`src/rtl/pwm_fifo_pkg.sv`:
```
package pwm_fifo_pkg;

    // Register byte offsets
    localparam int OFS_CTRL   = 0;
    localparam int OFS_STAT   = 4;
    localparam int OFS_SAMPLE = 12;
    localparam int OFS_PERIOD = 16;

    // Control bit positions
    localparam int B_EN     = 0;
    localparam int B_SWR    = 3;
    localparam int B_PSC_LO = 4;
    localparam int PSC_W    = 12;
    localparam int B_SEL_LO = 16;
    localparam int B_POL    = 18;
    localparam int B_DBG    = 22;
    localparam int B_WAIT   = 23;
    localparam int B_DOZE   = 24;
    localparam int B_STOP   = 25;

    typedef enum logic [1:0] {
        SRC_NONE = 2'd0,
        SRC_NORM = 2'd1,
        SRC_FAST = 2'd2,
        SRC_RSVD = 2'd3
    } clk_src_e;

    typedef struct packed {
        logic             stop_en;
        logic             doze_en;
        logic             wait_en;
        logic             dbg_en;
        logic             pol;
        clk_src_e         src;
        logic [PSC_W-1:0] psc;
        logic             swr;
        logic             en;
    } ctrl_t;

endpackage

```
`src/rtl/pwm_regs.sv`:
```
module pwm_regs
    import pwm_fifo_pkg::*;
#(
    parameter int ADDR_W     = 5,
    parameter int PERIOD_W   = 16,
    parameter int CNT_W      = 3,
    parameter int SWR_CYCLES = 4
) (
    input  logic                clk,
    input  logic                rst_n,
    input  logic [ADDR_W-1:0]   bus_addr,
    input  logic [31:0]         bus_wdata,
    input  logic                bus_wr,
    input  logic                bus_rd,
    output logic [31:0]         bus_rdata,
    input  logic [CNT_W-1:0]    fifo_count,
    input  logic [PERIOD_W-1:0] duty_act,
    output ctrl_t               ctrl,
    output logic [PERIOD_W-1:0] period,
    output logic                push,
    output logic [PERIOD_W-1:0] push_data
);

    localparam int SWRC_W = $clog2(SWR_CYCLES + 1);

    typedef struct packed {
        ctrl_t               ctrl;
        logic [PERIOD_W-1:0] period;
        logic [SWRC_W-1:0]   swr_cnt;
        logic [31:0]         rdata;
    } reg_state_t;

    reg_state_t st_d, st_q;

    logic sel_ctrl, sel_stat, sel_sample, sel_period;

    always_comb begin
        sel_ctrl   = (bus_addr == ADDR_W'(OFS_CTRL));
        sel_stat   = (bus_addr == ADDR_W'(OFS_STAT));
        sel_sample = (bus_addr == ADDR_W'(OFS_SAMPLE));
        sel_period = (bus_addr == ADDR_W'(OFS_PERIOD));
    end

    always_comb begin
        st_d = st_q;
        if (st_q.ctrl.swr) begin
            if (st_q.swr_cnt == '0) begin
                st_d.ctrl.swr = 1'b0;
            end else begin
                st_d.swr_cnt = st_q.swr_cnt - SWRC_W'(1);
            end
        end else if (bus_wr) begin
            if (sel_ctrl) begin
                if (bus_wdata[B_SWR]) begin
                    st_d.ctrl     = '0;
                    st_d.ctrl.swr = 1'b1;
                    st_d.swr_cnt  = SWRC_W'(SWR_CYCLES - 1);
                end else begin
                    st_d.ctrl.en      = bus_wdata[B_EN];
                    st_d.ctrl.swr     = 1'b0;
                    st_d.ctrl.psc     = bus_wdata[B_PSC_LO +: PSC_W];
                    st_d.ctrl.src     = clk_src_e'(bus_wdata[B_SEL_LO +: 2]);
                    st_d.ctrl.pol     = bus_wdata[B_POL];
                    st_d.ctrl.dbg_en  = bus_wdata[B_DBG];
                    st_d.ctrl.wait_en = bus_wdata[B_WAIT];
                    st_d.ctrl.doze_en = bus_wdata[B_DOZE];
                    st_d.ctrl.stop_en = bus_wdata[B_STOP];
                end
            end else if (sel_period) begin
                st_d.period = bus_wdata[PERIOD_W-1:0];
            end
        end

        if (bus_rd) begin
            st_d.rdata = '0;
            if (sel_ctrl) begin
                st_d.rdata[B_EN]               = st_q.ctrl.en;
                st_d.rdata[B_SWR]              = st_q.ctrl.swr;
                st_d.rdata[B_PSC_LO +: PSC_W]  = st_q.ctrl.psc;
                st_d.rdata[B_SEL_LO +: 2]      = st_q.ctrl.src;
                st_d.rdata[B_POL]              = st_q.ctrl.pol;
                st_d.rdata[B_DBG]              = st_q.ctrl.dbg_en;
                st_d.rdata[B_WAIT]             = st_q.ctrl.wait_en;
                st_d.rdata[B_DOZE]             = st_q.ctrl.doze_en;
                st_d.rdata[B_STOP]             = st_q.ctrl.stop_en;
            end else if (sel_stat) begin
                st_d.rdata[CNT_W-1:0] = fifo_count;
            end else if (sel_sample) begin
                st_d.rdata[PERIOD_W-1:0] = duty_act;
            end else if (sel_period) begin
                st_d.rdata[PERIOD_W-1:0] = st_q.period;
            end
        end
    end

    always_ff @(posedge clk or negedge rst_n) begin
        if (!rst_n) begin
            st_q <= '0;
        end else begin
            st_q <= st_d;
        end
    end

    assign bus_rdata = st_q.rdata;
    assign ctrl      = st_q.ctrl;
    assign period    = st_q.period;
    assign push      = bus_wr && sel_sample && !st_q.ctrl.swr;
    assign push_data = bus_wdata[PERIOD_W-1:0];

    // the reset window counter never exceeds its configured length
    p_swr_window_r9: assert property (@(posedge clk) disable iff (!rst_n)
        st_q.ctrl.swr |-> (int'(st_q.swr_cnt) < SWR_CYCLES))
        else $error("reset window counter out of range");

    // starting a reset leaves the counter disabled and the divider cleared
    p_swr_clears_r9: assert property (@(posedge clk) disable iff (!rst_n)
        $rose(st_q.ctrl.swr) |-> (!st_q.ctrl.en && st_q.ctrl.psc == '0))
        else $error("control fields survived software reset");

endmodule

```
`src/rtl/pwm_sample_fifo.sv`:
```
module pwm_sample_fifo #(
    parameter int DEPTH  = 4,
    parameter int DATA_W = 16,
    parameter int CNT_W  = $clog2(DEPTH + 1)
) (
    input  logic              clk,
    input  logic              rst_n,
    input  logic              flush,
    input  logic              push,
    input  logic [DATA_W-1:0] push_data,
    input  logic              pop,
    output logic [DATA_W-1:0] head,
    output logic [CNT_W-1:0]  count,
    output logic              empty
);

    localparam int PTR_W = (DEPTH > 1) ? $clog2(DEPTH) : 1;

    typedef struct packed {
        logic [DEPTH-1:0][DATA_W-1:0] mem;
        logic [PTR_W-1:0]             wr_ptr;
        logic [PTR_W-1:0]             rd_ptr;
        logic [CNT_W-1:0]             count;
    } fifo_state_t;

    fifo_state_t st_d, st_q;
    logic do_push, do_pop;

    function automatic logic [PTR_W-1:0] ptr_inc(input logic [PTR_W-1:0] p);
        if (int'(p) == DEPTH - 1) return '0;
        return p + PTR_W'(1);
    endfunction

    always_comb begin
        do_push = push && (int'(st_q.count) < DEPTH);
        do_pop  = pop && (st_q.count != '0);
        st_d    = st_q;
        if (flush) begin
            st_d.wr_ptr = '0;
            st_d.rd_ptr = '0;
            st_d.count  = '0;
        end else begin
            if (do_push) begin
                st_d.mem[st_q.wr_ptr] = push_data;
                st_d.wr_ptr           = ptr_inc(st_q.wr_ptr);
            end
            if (do_pop) begin
                st_d.rd_ptr = ptr_inc(st_q.rd_ptr);
            end
            case ({do_push, do_pop})
                2'b10:   st_d.count = st_q.count + CNT_W'(1);
                2'b01:   st_d.count = st_q.count - CNT_W'(1);
                default: st_d.count = st_q.count;
            endcase
        end
    end

    always_ff @(posedge clk or negedge rst_n) begin
        if (!rst_n) begin
            st_q <= '0;
        end else begin
            st_q <= st_d;
        end
    end

    assign head  = st_q.mem[st_q.rd_ptr];
    assign count = st_q.count;
    assign empty = (st_q.count == '0);

    // occupancy never exceeds the queue depth
    p_count_bound_r6: assert property (@(posedge clk) disable iff (!rst_n)
        int'(st_q.count) <= DEPTH)
        else $error("queue occupancy above depth");

    // a push into a full queue without a pop is dropped
    p_full_drop_r6: assert property (@(posedge clk) disable iff (!rst_n)
        (push && int'(st_q.count) == DEPTH && !pop && !flush) |=> $stable(st_q.count))
        else $error("push into full queue changed occupancy");

    // a flush leaves the queue empty
    p_flush_empty_r9: assert property (@(posedge clk) disable iff (!rst_n)
        flush |=> (st_q.count == '0))
        else $error("queue not empty after flush");

endmodule

```
`src/rtl/pwm_prescaler.sv`:
```
module pwm_prescaler
    import pwm_fifo_pkg::*;
(
    input  logic             clk,
    input  logic             rst_n,
    input  logic             en,
    input  logic             clear,
    input  clk_src_e         src,
    input  logic [PSC_W-1:0] psc,
    input  logic             tick_norm,
    input  logic             tick_fast,
    output logic             pulse
);

    typedef struct packed {
        logic [PSC_W-1:0] div;
    } psc_state_t;

    psc_state_t st_d, st_q;
    logic src_tick;

    always_comb begin
        case (src)
            SRC_NORM: src_tick = tick_norm;
            SRC_FAST: src_tick = tick_fast;
            default:  src_tick = 1'b0;
        endcase
        pulse = en && !clear && src_tick && (st_q.div >= psc);
        st_d  = st_q;
        if (!en || clear) begin
            st_d.div = '0;
        end else if (src_tick) begin
            st_d.div = (st_q.div >= psc) ? '0 : st_q.div + PSC_W'(1);
        end
    end

    always_ff @(posedge clk or negedge rst_n) begin
        if (!rst_n) begin
            st_q <= '0;
        end else begin
            st_q <= st_d;
        end
    end

    // with no source selected the divider does not move
    p_div_hold_r4: assert property (@(posedge clk) disable iff (!rst_n)
        (en && !clear && src == SRC_NONE) |=> $stable(st_q.div))
        else $error("divider advanced without a source");

endmodule

```
`src/rtl/pwm_counter.sv`:
```
module pwm_counter #(
    parameter int PERIOD_W = 16
) (
    input  logic                clk,
    input  logic                rst_n,
    input  logic                en,
    input  logic                pol,
    input  logic                clear,
    input  logic                pulse,
    input  logic [PERIOD_W-1:0] period,
    input  logic [PERIOD_W-1:0] head,
    input  logic                fifo_empty,
    output logic                pop,
    output logic [PERIOD_W-1:0] duty_act,
    output logic                pwm_out
);

    localparam int CNT_W = PERIOD_W + 1;

    typedef struct packed {
        logic [CNT_W-1:0]    cnt;
        logic [PERIOD_W-1:0] duty;
        logic                en_prev;
    } cnt_state_t;

    cnt_state_t st_d, st_q;
    logic start, last;

    always_comb begin
        start = en && !st_q.en_prev;
        last  = st_q.cnt >= ({1'b0, period} + CNT_W'(1));
        pop   = !clear && !fifo_empty && (start || (en && pulse && last));
        st_d  = st_q;
        if (clear) begin
            st_d = '0;
        end else begin
            st_d.en_prev = en;
            if (!en) begin
                st_d.cnt = '0;
            end else if (pulse) begin
                st_d.cnt = last ? '0 : st_q.cnt + CNT_W'(1);
            end
            if (pop) begin
                st_d.duty = head;
            end
        end
    end

    always_ff @(posedge clk or negedge rst_n) begin
        if (!rst_n) begin
            st_q <= '0;
        end else begin
            st_q <= st_d;
        end
    end

    assign duty_act = st_q.duty;
    assign pwm_out  = pol ^ (en && (st_q.cnt < {1'b0, st_q.duty}));

    // a disabled counter is back at zero on the next cycle
    p_idle_zero_r8: assert property (@(posedge clk) disable iff (!rst_n)
        !en |=> (st_q.cnt == '0))
        else $error("counter moved while disabled");

    // the duty value only changes on a pop or a reset
    p_duty_hold_r7: assert property (@(posedge clk) disable iff (!rst_n)
        (!pop && !clear) |=> $stable(st_q.duty))
        else $error("duty changed without a queue pop");

endmodule

```
`src/rtl/pwm_fifo_gen.sv`:
```
module pwm_fifo_gen
    import pwm_fifo_pkg::*;
#(
    parameter int ADDR_W     = 5,
    parameter int PERIOD_W   = 16,
    parameter int FIFO_DEPTH = 4,
    parameter int SWR_CYCLES = 4
) (
    input  logic              clk,
    input  logic              rst_n,
    input  logic [ADDR_W-1:0] bus_addr,
    input  logic [31:0]       bus_wdata,
    input  logic              bus_wr,
    input  logic              bus_rd,
    output logic [31:0]       bus_rdata,
    input  logic              tick_norm,
    input  logic              tick_fast,
    output logic              pwm_out
);

    localparam int CNT_W = $clog2(FIFO_DEPTH + 1);

    ctrl_t               ctrl;
    logic [PERIOD_W-1:0] period;
    logic                push;
    logic [PERIOD_W-1:0] push_data;
    logic [CNT_W-1:0]    fifo_count;
    logic [PERIOD_W-1:0] head;
    logic                fifo_empty;
    logic                pop;
    logic [PERIOD_W-1:0] duty_act;
    logic                pulse;

    pwm_regs #(
        .ADDR_W    (ADDR_W),
        .PERIOD_W  (PERIOD_W),
        .CNT_W     (CNT_W),
        .SWR_CYCLES(SWR_CYCLES)
    ) regs_i (
        .clk       (clk),
        .rst_n     (rst_n),
        .bus_addr  (bus_addr),
        .bus_wdata (bus_wdata),
        .bus_wr    (bus_wr),
        .bus_rd    (bus_rd),
        .bus_rdata (bus_rdata),
        .fifo_count(fifo_count),
        .duty_act  (duty_act),
        .ctrl      (ctrl),
        .period    (period),
        .push      (push),
        .push_data (push_data)
    );

    pwm_sample_fifo #(
        .DEPTH (FIFO_DEPTH),
        .DATA_W(PERIOD_W),
        .CNT_W (CNT_W)
    ) fifo_i (
        .clk      (clk),
        .rst_n    (rst_n),
        .flush    (ctrl.swr),
        .push     (push),
        .push_data(push_data),
        .pop      (pop),
        .head     (head),
        .count    (fifo_count),
        .empty    (fifo_empty)
    );

    pwm_prescaler psc_i (
        .clk      (clk),
        .rst_n    (rst_n),
        .en       (ctrl.en),
        .clear    (ctrl.swr),
        .src      (ctrl.src),
        .psc      (ctrl.psc),
        .tick_norm(tick_norm),
        .tick_fast(tick_fast),
        .pulse    (pulse)
    );

    pwm_counter #(
        .PERIOD_W(PERIOD_W)
    ) cnt_i (
        .clk       (clk),
        .rst_n     (rst_n),
        .en        (ctrl.en),
        .pol       (ctrl.pol),
        .clear     (ctrl.swr),
        .pulse     (pulse),
        .period    (period),
        .head      (head),
        .fifo_empty(fifo_empty),
        .pop       (pop),
        .duty_act  (duty_act),
        .pwm_out   (pwm_out)
    );

endmodule

```
`config.mk`:
```
export PLATFORM = sky130hd
export DESIGN_NAME = pwm_fifo_gen
export DESIGN_NICKNAME = d
export VERILOG_FILES = /design/src/rtl/pwm_fifo_pkg.sv /design/src/rtl/pwm_regs.sv /design/src/rtl/pwm_sample_fifo.sv /design/src/rtl/pwm_prescaler.sv /design/src/rtl/pwm_counter.sv /design/src/rtl/pwm_fifo_gen.sv
export SDC_FILE = /design/constraint.sdc
export NUM_CORES = 1
export LEC_CHECK = 0
export ABC_AREA = 1
export BUFFER_PORTS_ARGS = -buffer_cell sky130_fd_sc_hd__buf_2
export CORE_UTILIZATION = 61
export DETAILED_ROUTE_END_ITERATION = 10
export GPL_ROUTABILITY_DRIVEN = 0
export MAX_ROUTING_LAYER = met4
export PLACE_DENSITY = 0.78
export SYNTH_ARGS = -nofsm -noshare
export SYNTH_HDL_FRONTEND = slang
export SYNTH_SLANG_ARGS = --single-unit
```
`constraint.sdc`:
```
create_clock -name clk -period 5 [get_ports clk]
set_clock_uncertainty 0.2 [all_clocks]
set_input_delay 0.5 -clock clk [delete_from_list [all_inputs] [get_ports clk]]
set_output_delay 0.5 -clock clk [all_outputs]
set_load 0.03 [all_outputs]
```
==> results of run 1 <==
metrics by stage:
stage               setup WS, ps  instances  power [mW]  utilization (%)
floorplan                   1580       1128        2.83                -
global placement            1120       1337        3.13             64.1
detailed placement          1080       1337        3.18             64.1
CTS                         1020       1367        4.57             67.9
global route                 594       1368        4.81             67.9
finish                       965       1368        4.57             67.9
synthesized netlist by cell type, drive strengths merged, types with 2 or more instances:
| cell | n |
|---|---|
| mux2 | 49 |
| dfrtp | 180 |
| o31ai | 2 |
| nor3 | 18 |
| o22ai | 39 |
| nor4 | 6 |
| nand4 | 12 |
| a211oi | 2 |
| inv | 145 |
| clkbuf | 19 |
| buf | 50 |
| nand3 | 44 |
| a21oi | 76 |
| xor2 | 22 |
| a31oi | 2 |
| nor2 | 67 |
| nand2 | 211 |
| o21ai | 96 |
| or2 | 2 |
| ha | 56 |
| xnor2 | 2 |
| a32o | 9 |
| o21a | 3 |
flip-flops by register name, summed over array words and instances (netlist names):
signal	flops
regs_i.ctrl	21
fifo_i.count	3
regs_i.bus_rdata	23
psc_i.st_q	12
cnt_i.duty_act	16
regs_i.period	16
regs_i.st_q	3
fifo_i.st_q	68
cnt_i.st_q	18
area by class of cell:
type	instances	share of cell area [%]
Inverter	145	5.05
Clock inverter	7	1.13
Antenna cell	1	0.0230
Tap cell	216	2.49
Sequential cell	180	41.4
Multi-Input combinational cell	734	42.4
Timing Repair Buffer	63	3.12
Clock buffer	22	4.36
power breakdown:
part	internal, mW	switching [mW]	total [mW]
registers	1.68	0.133	1.82
logic	0.463	0.921	1.38
clock network	0.821	0.549	1.37
total	2.97	1.60	4.57
critical path, cell delays in order, from the launching register on:
cell     delay [ps]
dfrtp_1         390
ha_1            190
nand3_1         140
nor3_2          190
nand3_1         160
nor3_2          290
nand2_1         130
o21ai_0         170
nand2_1          70
ha_1            300
nand2_1          70
nand2_1          40
nand2_1          50
nand2_1          50
a21oi_1         130
nand4_1         250
nand2_2         180
nand2_4          90
nand3_2         100
inv_1            60
fa_1            370
inv_1            70
nand3_1          80
nand3_1          90
nand2_1          50
worst max path at each step:
| stage | startpoint | endpoint | slack, ps | cells after the start |
|---|---|---|---|---|
| after floorplan | regs_i.period[0] | fifo_i.count[1] | 1580 | 22 |
| after global placement | regs_i.period[0] | fifo_i.count[2] | 1120 | 24 |
| after detailed placement | regs_i.period[0] | fifo_i.count[2] | 1080 | 24 |
| after CTS | regs_i.period[0] | fifo_i.count[2] | 1020 | 24 |
| after global routing | regs_i.period[0] | fifo_i.count[2] | 590 | 23 |
| final | regs_i.period[0] | fifo_i.count[2] | 960 | 24 |
cells in the final DEF (no fill, tap or decap), types with 3 or more instances in the layout:
cell	synthesis	layout
buf_4	32	5
nor4_1	5	5
o21a_1	3	3
nand2_2	6	6
inv_2	6	6
nand2_4	4	4
o21ai_1	3	3
nand4_1	11	11
xor2_1	22	22
dfrtp_1	180	180
nand2_1	200	200
mux2_4	14	14
o22ai_1	29	29
buf_2	9	56
bufinv_16	0	3
o22ai_2	10	10
a21oi_1	76	76
o21ai_0	92	92
clkbuf_16	0	17
nor2_2	3	4
nand3_1	43	43
a32o_1	9	9
nor2_1	58	57
inv_1	137	137
nor2_4	4	4
ha_1	56	56
clkbuf_8	0	3
nor3_1	15	15
mux2_2	35	35
conb_1	1	9
routing by layer:
| metal | track usage, % | up-vias |
|---|---|---|
| met3 | 4.68 | 54 |
| met5 | - | - |
| li1 | - | 3741 |
| met2 | 46.4 | 223 |
| met1 | 37.7 | 3816 |
| met4 | 11.3 | 0 |
cells by family after synthesis:
group	count (synthesis)
XOR/XNOR	24
flip-flops	180
AND/OR/NAND/NOR	360
buffers and inverters	214
adder cells (fa/ha/maj)	57
other	1
AO/OA/AOI/OAI	235
multiplexers	49
==> summary.md, run 1 <==
| Metric | Value |
|---|---|
| Register bit total from synthesis | `180` |
| Num CTS Buffers | `17` |
| Sequential fraction of the synthesis area | `44.7%` |
| Maxcap violations | `0` |
| Setup-failing EPs final | `0` |
| Met1 WL | `10000 µm` |
| Clock Sink Count | `180` |
| Post-synthesis compound-gate area fraction | `13.7%` |
| Synth Instances | `1120` |
| Site row count | `46` |
| Worst EP arrival | `4160 ps` |
| Hold_buf cts | `1` |
| Die Width | `131 µm` |
| FF-to-FF End | `fifo_i.count[2]` |
| Routed wl met2 | `11000 µm` |
| Leading area contributor after synthesis | `dfrtp_1` |
| CTS H-tree depth | `4` |
| I/O Buffers | `57` |
| Synth cell types | `53` |
| Synth Area in Simple Gates | `16.4%` |
| Iteration-0 DRC Markers | `582` |
| CTS Root Cell | `clkbuf_16` |
| WL final | `22900 µm` |
| Register Area | `4500 µm²` |
| Largest family of logic cells by synthesized area | `simple AND/OR/NAND/NOR gates` |
| Unrepaired setup endpoints after global routing | `no` |
| Min-Delay Endpoint | `regs_i.ctrl[19]` |
| Multi-input gate area | `4610 µm²` |
| Hold Path Depth | `3` |
| R2R depth | `24` |
| Total number of vias | `7834` |
| Mapped cell area | `10100 µm²` |
| Post-cts sizing count | `0` |
| Vias per cell | `5.73` |
| Worst hold path type | `in -> reg` |
| Mux cell area share after synthesis | `5.99%` |
| Synth-to-Final Area Change | `7.78%` |
| Number of detailed-route iterations in the first pass | `5` |
| DRC Markers | `0` |
| Worst r2r src | `regs_i.period[0]` |
| DPL Wire Length | `16000 µm` |
| Min Clock Period, post-route | `4040 ps` |
| Fillcell total | `1328` |
| Post-CTS setup buffers | `0` |
| Final Max Tran Viols | `0` |
| Layout cell share with drive strength beyond 1 | `16.2%` |
| Leakage | `5.44 nW` |
| All-Layer GR Usage | `29.2%` |
| PD cells | `421 nW/µm²` |
| Tcrit/Tclk final | `80.7%` |
| Clock Path Buffers | `2` |
| Worst IR Drop VDD | `0.263 mV` |
| Number of enable flip-flop cells after synthesis | `0` |
| CTS tree | `built` |
| Hold_sp | `bus_wdata[24]` |
| Top_reg_cell synth | `dfrtp_1` |
| Core area | `16000 µm²` |
| Setup crit end kind | `register` |
| Clock Latency Late Sink | `430 ps` |
| Die Height | `131 µm` |
| Met3 wire length | `1250 µm` |
| Synth top area cells | `dfrtp_1 45%, nand2_1 7.4%, ha_1 6.9%` |
| Initial antenna violation count | `1` |
| Post-Syn Area per Cell | `9.01 µm²` |
| Reg2reg setup slack | `960 ps` |
| ANT nets after route | `0` |
| Asr flop ratio synth | `100%` |
| Vias in the first global route | `7274` |
| Clock-pin slew on the worst setup and hold paths | `70 ps` |
| First-pass GRT wire length | `36500 µm` |
| Die area | `17100 µm²` |
| Wire per inst | `16.8 µm` |
| Post-synth top area share | `44.7%` |
| Worst hold margin | `115 ps` |
| Area share of xor/xnor cells in the synthesized design | `2.08%` |
| Critical setup path kind | `reg -> reg` |
| Hold Vio Cnt, Final | `0` |
| Largest net degree at the start of global routing | `87` |
| GRT overflow | `0` |
| Max Fclk | `248 MHz` |
| Synth warn | `0` |
| WP data required | `5130 ps` |
| Max layer used | `met4` |
| Outcome | `completed` |
| Setup_tns | `0 ps` |
| Initial Util | `63.0%` |
| Nets@finish | `1241` |
| Adder-cell share of the synthesized area | `7.15%` |
| Post-route cell area | `10900 µm²` |
| Placed instance area | `10300 µm²` |
| CP max FO | `5` |
| Worst-Margin Slew | `1020 ps` |
| CP Launch Type | `register` |
| Top-Level Pins | `76` |
| Worst rel slew slack | `32.2%` |
Power figures use the tool's default switching activity.
==> run 2: changes to the inputs <==
--- a/config.mk
+++ b/config.mk
@@ -7,11 +7,11 @@
 export LEC_CHECK = 0
 export ABC_AREA = 1
 export BUFFER_PORTS_ARGS = -buffer_cell sky130_fd_sc_hd__buf_2
-export CORE_UTILIZATION = 61
+export CORE_UTILIZATION = 55
 export DETAILED_ROUTE_END_ITERATION = 10
 export GPL_ROUTABILITY_DRIVEN = 0
 export MAX_ROUTING_LAYER = met4
-export PLACE_DENSITY = 0.78
+export PLACE_DENSITY = 0.74
 export SYNTH_ARGS = -nofsm -noshare
 export SYNTH_HDL_FRONTEND = slang
 export SYNTH_SLANG_ARGS = --single-unit
==> constraint.sdc (replaced) <==
create_clock -name clk -period 3.3 [get_ports clk]
set_clock_uncertainty 0.2 [all_clocks]
set_input_delay 0.33 -clock clk [delete_from_list [all_inputs] [get_ports clk]]
set_output_delay 0.33 -clock clk [all_outputs]
set_load 0.03 [all_outputs]
==> summary.md, run 2 (same netlist as run 1, synthesis figures left out) <==
| Metric | Value |
|---|---|
| Die Width | `137 µm` |
| Failing checks | `negative setup slack` |
| CTS tree | `built` |
| Core area | `18000 µm²` |
| Hold Path Depth | `3` |
| DPL Wire Length | `16600 µm` |
| Wire per inst | `16.9 µm` |
| All-Layer GR Usage | `27.3%` |
| CP delay by family, top | `simple AND/OR/NAND/NOR gates` |
| Number of detailed-route iterations in the first pass | `6` |
| Commonest non-fill, non-tap cell in the layout | `nand2_1` |
| DRC Markers | `0` |
| I/O Buffers | `57` |
| R2R depth | `22` |
| Iteration-0 DRC Markers | `606` |
| Vias in the first global route | `7424` |
| Multi-input gate area | `4880 µm²` |
| ANT nets after route | `0` |
| Critical setup path kind | `reg -> reg` |
| Fillcell total | `1419` |
| Num CTS Buffers | `17` |
| Design Power | `7.26 mW` |
| Vias per cell | `5.57` |
| Site row count | `49` |
| CP Launch Type | `register` |
| Setup-failing EPs final | `31` |
| WP depth | `22` |
| Tcrit/Tclk final | `109%` |
| Max incr delay on CP | `420 ps` |
| Min Clock Period, post-route | `3590 ps` |
| Register Area | `4500 µm²` |
| Worst hold margin | `12.9 ps` |
| Layout cell share with drive strength beyond 1 | `22.3%` |
| Largest net degree at the start of global routing | `73` |
| Maxcap violations | `0` |
| First-pass GRT wire length | `37700 µm` |
| Initial Util | `56.1%` |
| CP dominant cell by count | `nand2_2` |
| Hold Vio Cnt, Final | `0` |
| Clock Sink Count | `180` |
| Die Height | `137 µm` |
| Crit path cell chain | `nand3_2 > nor4_2 > buf_4 > nand4_1 > nor2_2 > nand2_1 > xor2_1 > ha_1 > nand2_2 > inv_2 > nand2_2 > nand2_2 > a21oi_2 > nand4_1 > nand2_2 > nand2_4 > buf_4 > nand2_4 > nand2_4 > a21oi_1 > nand3_1 > nand2_1` |
| Worst rel slew slack | `30.4%` |
| CP startpoint | `regs_i.period[1]` |
| Worst r2r src | `regs_i.period[1]` |
| Worst Slack Setup Final | `-290 ps` |
| PD cells | `628 nW/µm²` |
| Worst-Margin Slew | `1040 ps` |
| Worst IR Drop VDD | `0.440 mV` |
| Clock-pin slew on the worst setup and hold paths | `70 ps` |
| Total number of vias | `7908` |
| WL final | `24000 µm` |
| Worst path slowest cell | `dfrtp_1` |
| Outcome | `finished with violations` |
| FF-to-FF End | `fifo_i.count[2]` |
| Antenna fix cells | `0` |
| CP max FO | `6` |
| Synth-to-Final Area Change | `14.6%` |
| Final Max Tran Viols | `0` |
| Worst EP arrival | `3770 ps` |
| CTS Root Cell | `clkbuf_16` |
| Nets@finish | `1278` |
| Setup crit end | `fifo_i.count[2]` |
| Dpl ws | `-294 ps` |
| Leakage | `5.66 nW` |
| Max FFs per register | `68` |
| CTS H-tree depth | `4` |
| Initial antenna violation count | `0` |
| Reg2reg setup slack | `-290 ps` |
| Clock Latency Late Sink | `440 ps` |
| Most frequent cells in the layout | `193 x nand2_1, 180 x dfrtp_1, 133 x inv_1` |
| CP bufs+invs | `3` |
| Max Fclk | `279 MHz` |
| Top-Level Pins | `76` |
| GRT overflow | `0` |
| Top reg by flops | `fifo_i.st_q` |
| Worst hold path type | `in -> reg` |
| WP data required | `3480 ps` |
| Die area | `18900 µm²` |
| Setup crit end kind | `register` |
| Unrepaired setup endpoints after global routing | `yes` |
| Clock Path Buffers | `2` |
[run 2: cell types whose count changed in the layout (fill, tap and decap cells not counted), moves of 5 or more]
cell / before / now
o21ai_0: 92 / 80
buf_4: 5 / 26
nand2_1: 200 / 193
o21ai_2: 1 / 6
nand3_2: 1 / 7
nand2_2: 6 / 12
nand3_1: 43 / 35
nor2_1: 57 / 52
o21ai_1: 3 / 10
dlygate4sd3_1: 1 / 10
[run 2: per-layer routing]
metal / share of wire, % / global-route usage [%] / vias up
met5: 0 / - / -
met4: 1.9 / 7.39 / 0
met1: 43 / 35.0 / 3830
li1: - / - / 3813
met3: 6.3 / 5.41 / 36
met2: 48 / 43.9 / 229
[run 2: area by class of cell]
type                    instances  area share, %
clock buffers                  19           3.92
clock inverters                13           1.50
inverters                     145           4.84
multi-input cells             734           42.2
flip-flops and latches        180           39.0
well taps                     229           2.48
repair buffers                100           6.05
[run 2: where the power goes]
part	total [mW]	switching (mW)	leakage (nW)	internal [mW]
Combinational	2.33	1.47	3.06	0.856
Clock	2.16	0.910	0.296	1.25
Sequential	2.78	0.226	2.31	2.55
Total	7.26	2.61	5.66	4.65
[run 2: worst min-delay path by stage]
stage | slack (ps) | startpoint | to
after global routing | 20 | bus_wdata[4] | regs_i.ctrl[2]
after floorplan | -170 | rst_n | cnt_i.duty_act[0]
after detailed placement | 190 | rst_n | regs_i.bus_rdata[23]
after CTS | 4 | bus_wdata[1] | fifo_i.st_q[40]
after global placement | 190 | rst_n | regs_i.bus_rdata[23]
final | 10 | bus_wdata[4] | fifo_i.st_q[11]
[run 2: tightest hold or removal path, delay by kind of cell]
kind                   cells  cell delay (ps)
buffers and inverters      1              160
AND/OR/NAND/NOR            1               60
AO/OA/AOI/OAI              1               60
[run 2: timing repair]
item,in CTS,in global routing
pin swaps,11,10
setup endpoints to repair,34,38
setup buffers,1,3
hold buffers,10,0
resized for setup,30,46
hold endpoints to repair,77,0
gates cloned,1,0
[run 2: per-stage QoR]
stage | setup TNS [ps] | std cells | instance area, µm² | util (%)
after CTS | -3930 | 1417 | 11400 | 63.2
final | -4860 | 1420 | 11600 | 64.4
after detailed placement | -3230 | 1373 | 10500 | 58.4
after floorplan | -167 | 1128 | 10100 | -
after global routing | -12730 | 1420 | 11600 | 64.4
after global placement | -1480 | 1373 | 10500 | 58.4
==> run 3: changes to the inputs <==
==> constraint.sdc (replaced) <==
create_clock -name clk -period 3.3 [get_ports clk]
set_clock_uncertainty 0.2 [all_clocks]
set_input_delay 0.165 -clock clk [delete_from_list [all_inputs] [get_ports clk]]
set_output_delay 0.165 -clock clk [all_outputs]
set_load 0.03 [all_outputs]
==> summary.md, run 3 (same netlist as run 1, synthesis figures left out) <==
| Metric | Value |
|---|---|
| All-Layer GR Usage | `28.5%` |
| Worst EP arrival | `3680 ps` |
| Sequential share of power | `38.6%` |
| Max incr delay on CP | `420 ps` |
| CTS Root Cell | `clkbuf_16` |
| Outcome | `finished with violations` |
| Setup crit end kind | `register` |
| Die area | `18900 µm²` |
| Max FFs per register | `68` |
| Worst rel slew slack | `32.2%` |
| Leakage | `5.73 nW` |
| Clock-pin slew on the worst setup and hold paths | `70 ps` |
| Tcrit/Tclk final | `108%` |
| Worst r2r src | `regs_i.period[0]` |
| R2R depth | `20` |
| ANT nets after route | `0` |
| Pint | `4.54 mW` |
| I/O Buffers | `57` |
| Worst path slowest cell | `dfrtp_2` |
| Synth-to-Final Area Change | `16.1%` |
| Initial antenna violation count | `0` |
| Cells after DPL | `1372` |
| CTS H-tree depth | `4` |
| Worst-Margin Slew | `1020 ps` |
| Psw | `2.66 mW` |
| Commonest non-fill, non-tap cell in the layout | `nand2_1` |
| Worst hold path type | `in -> async` |
| Share of total power in the clock network | `27.9%` |
| Site row count | `49` |
| Non-filler cells, final | `1439` |
| First-pass GRT wire length | `39300 µm` |
| Number of detailed-route iterations in the first pass | `5` |
| Final Max Tran Viols | `0` |
| WP data required | `3410 ps` |
| Nets@finish | `1297` |
| Die Width | `137 µm` |
| Register Area | `4510 µm²` |
| Min Clock Period, post-route | `3560 ps` |
| Vias per cell | `5.56` |
| Finished Core Util | `65.2%` |
| Worst hold margin | `55.0 ps` |
| Setup_tns | `-5350 ps` |
| PD cells | `615 nW/µm²` |
| Critical setup path kind | `reg -> reg` |
| Iteration-0 DRC Markers | `673` |
| Max Fclk | `281 MHz` |
| CP dominant cell by count | `nand2_2` |
| Post-route cell area | `11700 µm²` |
| WL final | `24800 µm` |
| Unrepaired setup endpoints after global routing | `yes` |
| Clock Latency Late Sink | `440 ps` |
| Hold Vio Cnt, Final | `0` |
| Layout cell share with drive strength beyond 1 | `22.4%` |
| CP startpoint | `regs_i.period[0]` |
| Top-Level Pins | `76` |
| Crit path cell chain | `ha_4 > nand3_4 > nor3_4 > nand3_2 > nor3_4 > nand2_2 > xor2_1 > ha_1 > nand2_2 > inv_2 > nand2_1 > nand2_1 > a21oi_2 > nand4_1 > nand2_2 > nand2_4 > buf_4 > nand2_4 > bufbuf_16 > o22ai_2` |
| Worst Slack Setup Final | `-263 ps` |
| GRT overflow | `0` |
| DPL Wire Length | `16800 µm` |
| Setup-failing EPs final | `37` |
| Setup crit end | `cnt_i.duty_act[12]` |
| FF-to-FF End | `cnt_i.duty_act[12]` |
| Multi-input gate area | `4890 µm²` |
| Worst IR Drop VDD | `0.484 mV` |
| CP max FO | `7` |
| Placed instance area | `10500 µm²` |
| Initial Util | `56.1%` |
| Clock Path Buffers | `2` |
| Top reg by flops | `fifo_i.st_q` |
| Die Height | `137 µm` |
| Dpl ws | `-295 ps` |
| Failing checks | `negative setup slack` |
| Wire per inst | `17.2 µm` |
| Comb pwr share | `33.5%` |
| Reg2reg setup slack | `-260 ps` |
| CTS tree | `built` |
| Clock Sink Count | `180` |
| Switching Fraction | `36.9%` |
| Most frequent cells in the layout | `192 x nand2_1, 178 x dfrtp_1, 131 x inv_1` |
| Maxcap violations | `0` |
| Num CTS Buffers | `17` |
| CP Launch Type | `register` |
| Antenna fix cells | `0` |
| Total number of vias | `8002` |
| Design Power | `7.20 mW` |
| Core area | `18000 µm²` |
| Largest net degree at the start of global routing | `84` |
| Vias in the first global route | `7574` |
| Fillcell total | `1415` |
| DRC Markers | `0` |
## run 3: power groups by stage
stage | registers (mW) | logic, mW | clock network (mW)
final | 2.78 | 2.41 | 2.01
after global routing | 2.82 | 2.67 | 2.13
after CTS | 2.77 | 2.27 | 2.03
after detailed placement | 2.80 | 2.12 | 0
after global placement | 2.79 | 2.07 | 0
after floorplan | 2.74 | 1.55 | 0
## run 3: per-layer routing
layer,share of wire (%),track usage [%],vias to the layer above
met4,2.8,11.1,0
met2,48,44.3,284
met1,42,36.5,3828
li1,-,-,3840
met5,0,-,-
met3,6.6,5.89,50
## run 3: cell type report
| class | count | share of cell area, % |
|---|---|---|
| flip-flops and latches | 180 | 38.5 |
| inverters | 145 | 4.78 |
| clock inverters | 12 | 1.04 |
| multi-input cells | 735 | 41.8 |
| repair buffers | 118 | 7.55 |
| well taps | 229 | 2.45 |
| clock buffers | 20 | 3.90 |
## run 3: how the worst min path moves through the flow
| stage | to | cells past startpoint | slack (ps) |
|---|---|---|---|
| 2_1_floorplan | cnt_i.duty_act[0] | 0 | -330 |
| 3_3_place_gp | regs_i.bus_rdata[23] | 1 | -20 |
| 3_5_place_dp | regs_i.bus_rdata[23] | 1 | -30 |
| 4_1_cts | psc_i.st_q[11] | 5 | 40 |
| 5_1_grt | psc_i.st_q[11] | 5 | 80 |
| 6_report | regs_i.bus_rdata[23] | 2 | 60 |
## run 3: worst max-delay path, delay by kind of cell (launching register included)
family / cells / cell delay [ps]
AO/OA/AOI/OAI: 2 / 210
AND/OR/NAND/NOR: 12 / 1400
flip-flops: 1 / 420
adder cells (fa/ha/maj): 2 / 510
buffers and inverters: 3 / 490
XOR/XNOR: 1 / 170
## run 3: timing repair
item | in CTS | in global routing
endpoints found under the setup margin | 33 | 38
buffers inserted | 4 | 4
gates cloned | 2 | 0
hold buffers | 26 | 0
hold endpoints to repair | 168 | 0
pin swaps | 9 | 15
gates resized for setup | 30 | 51
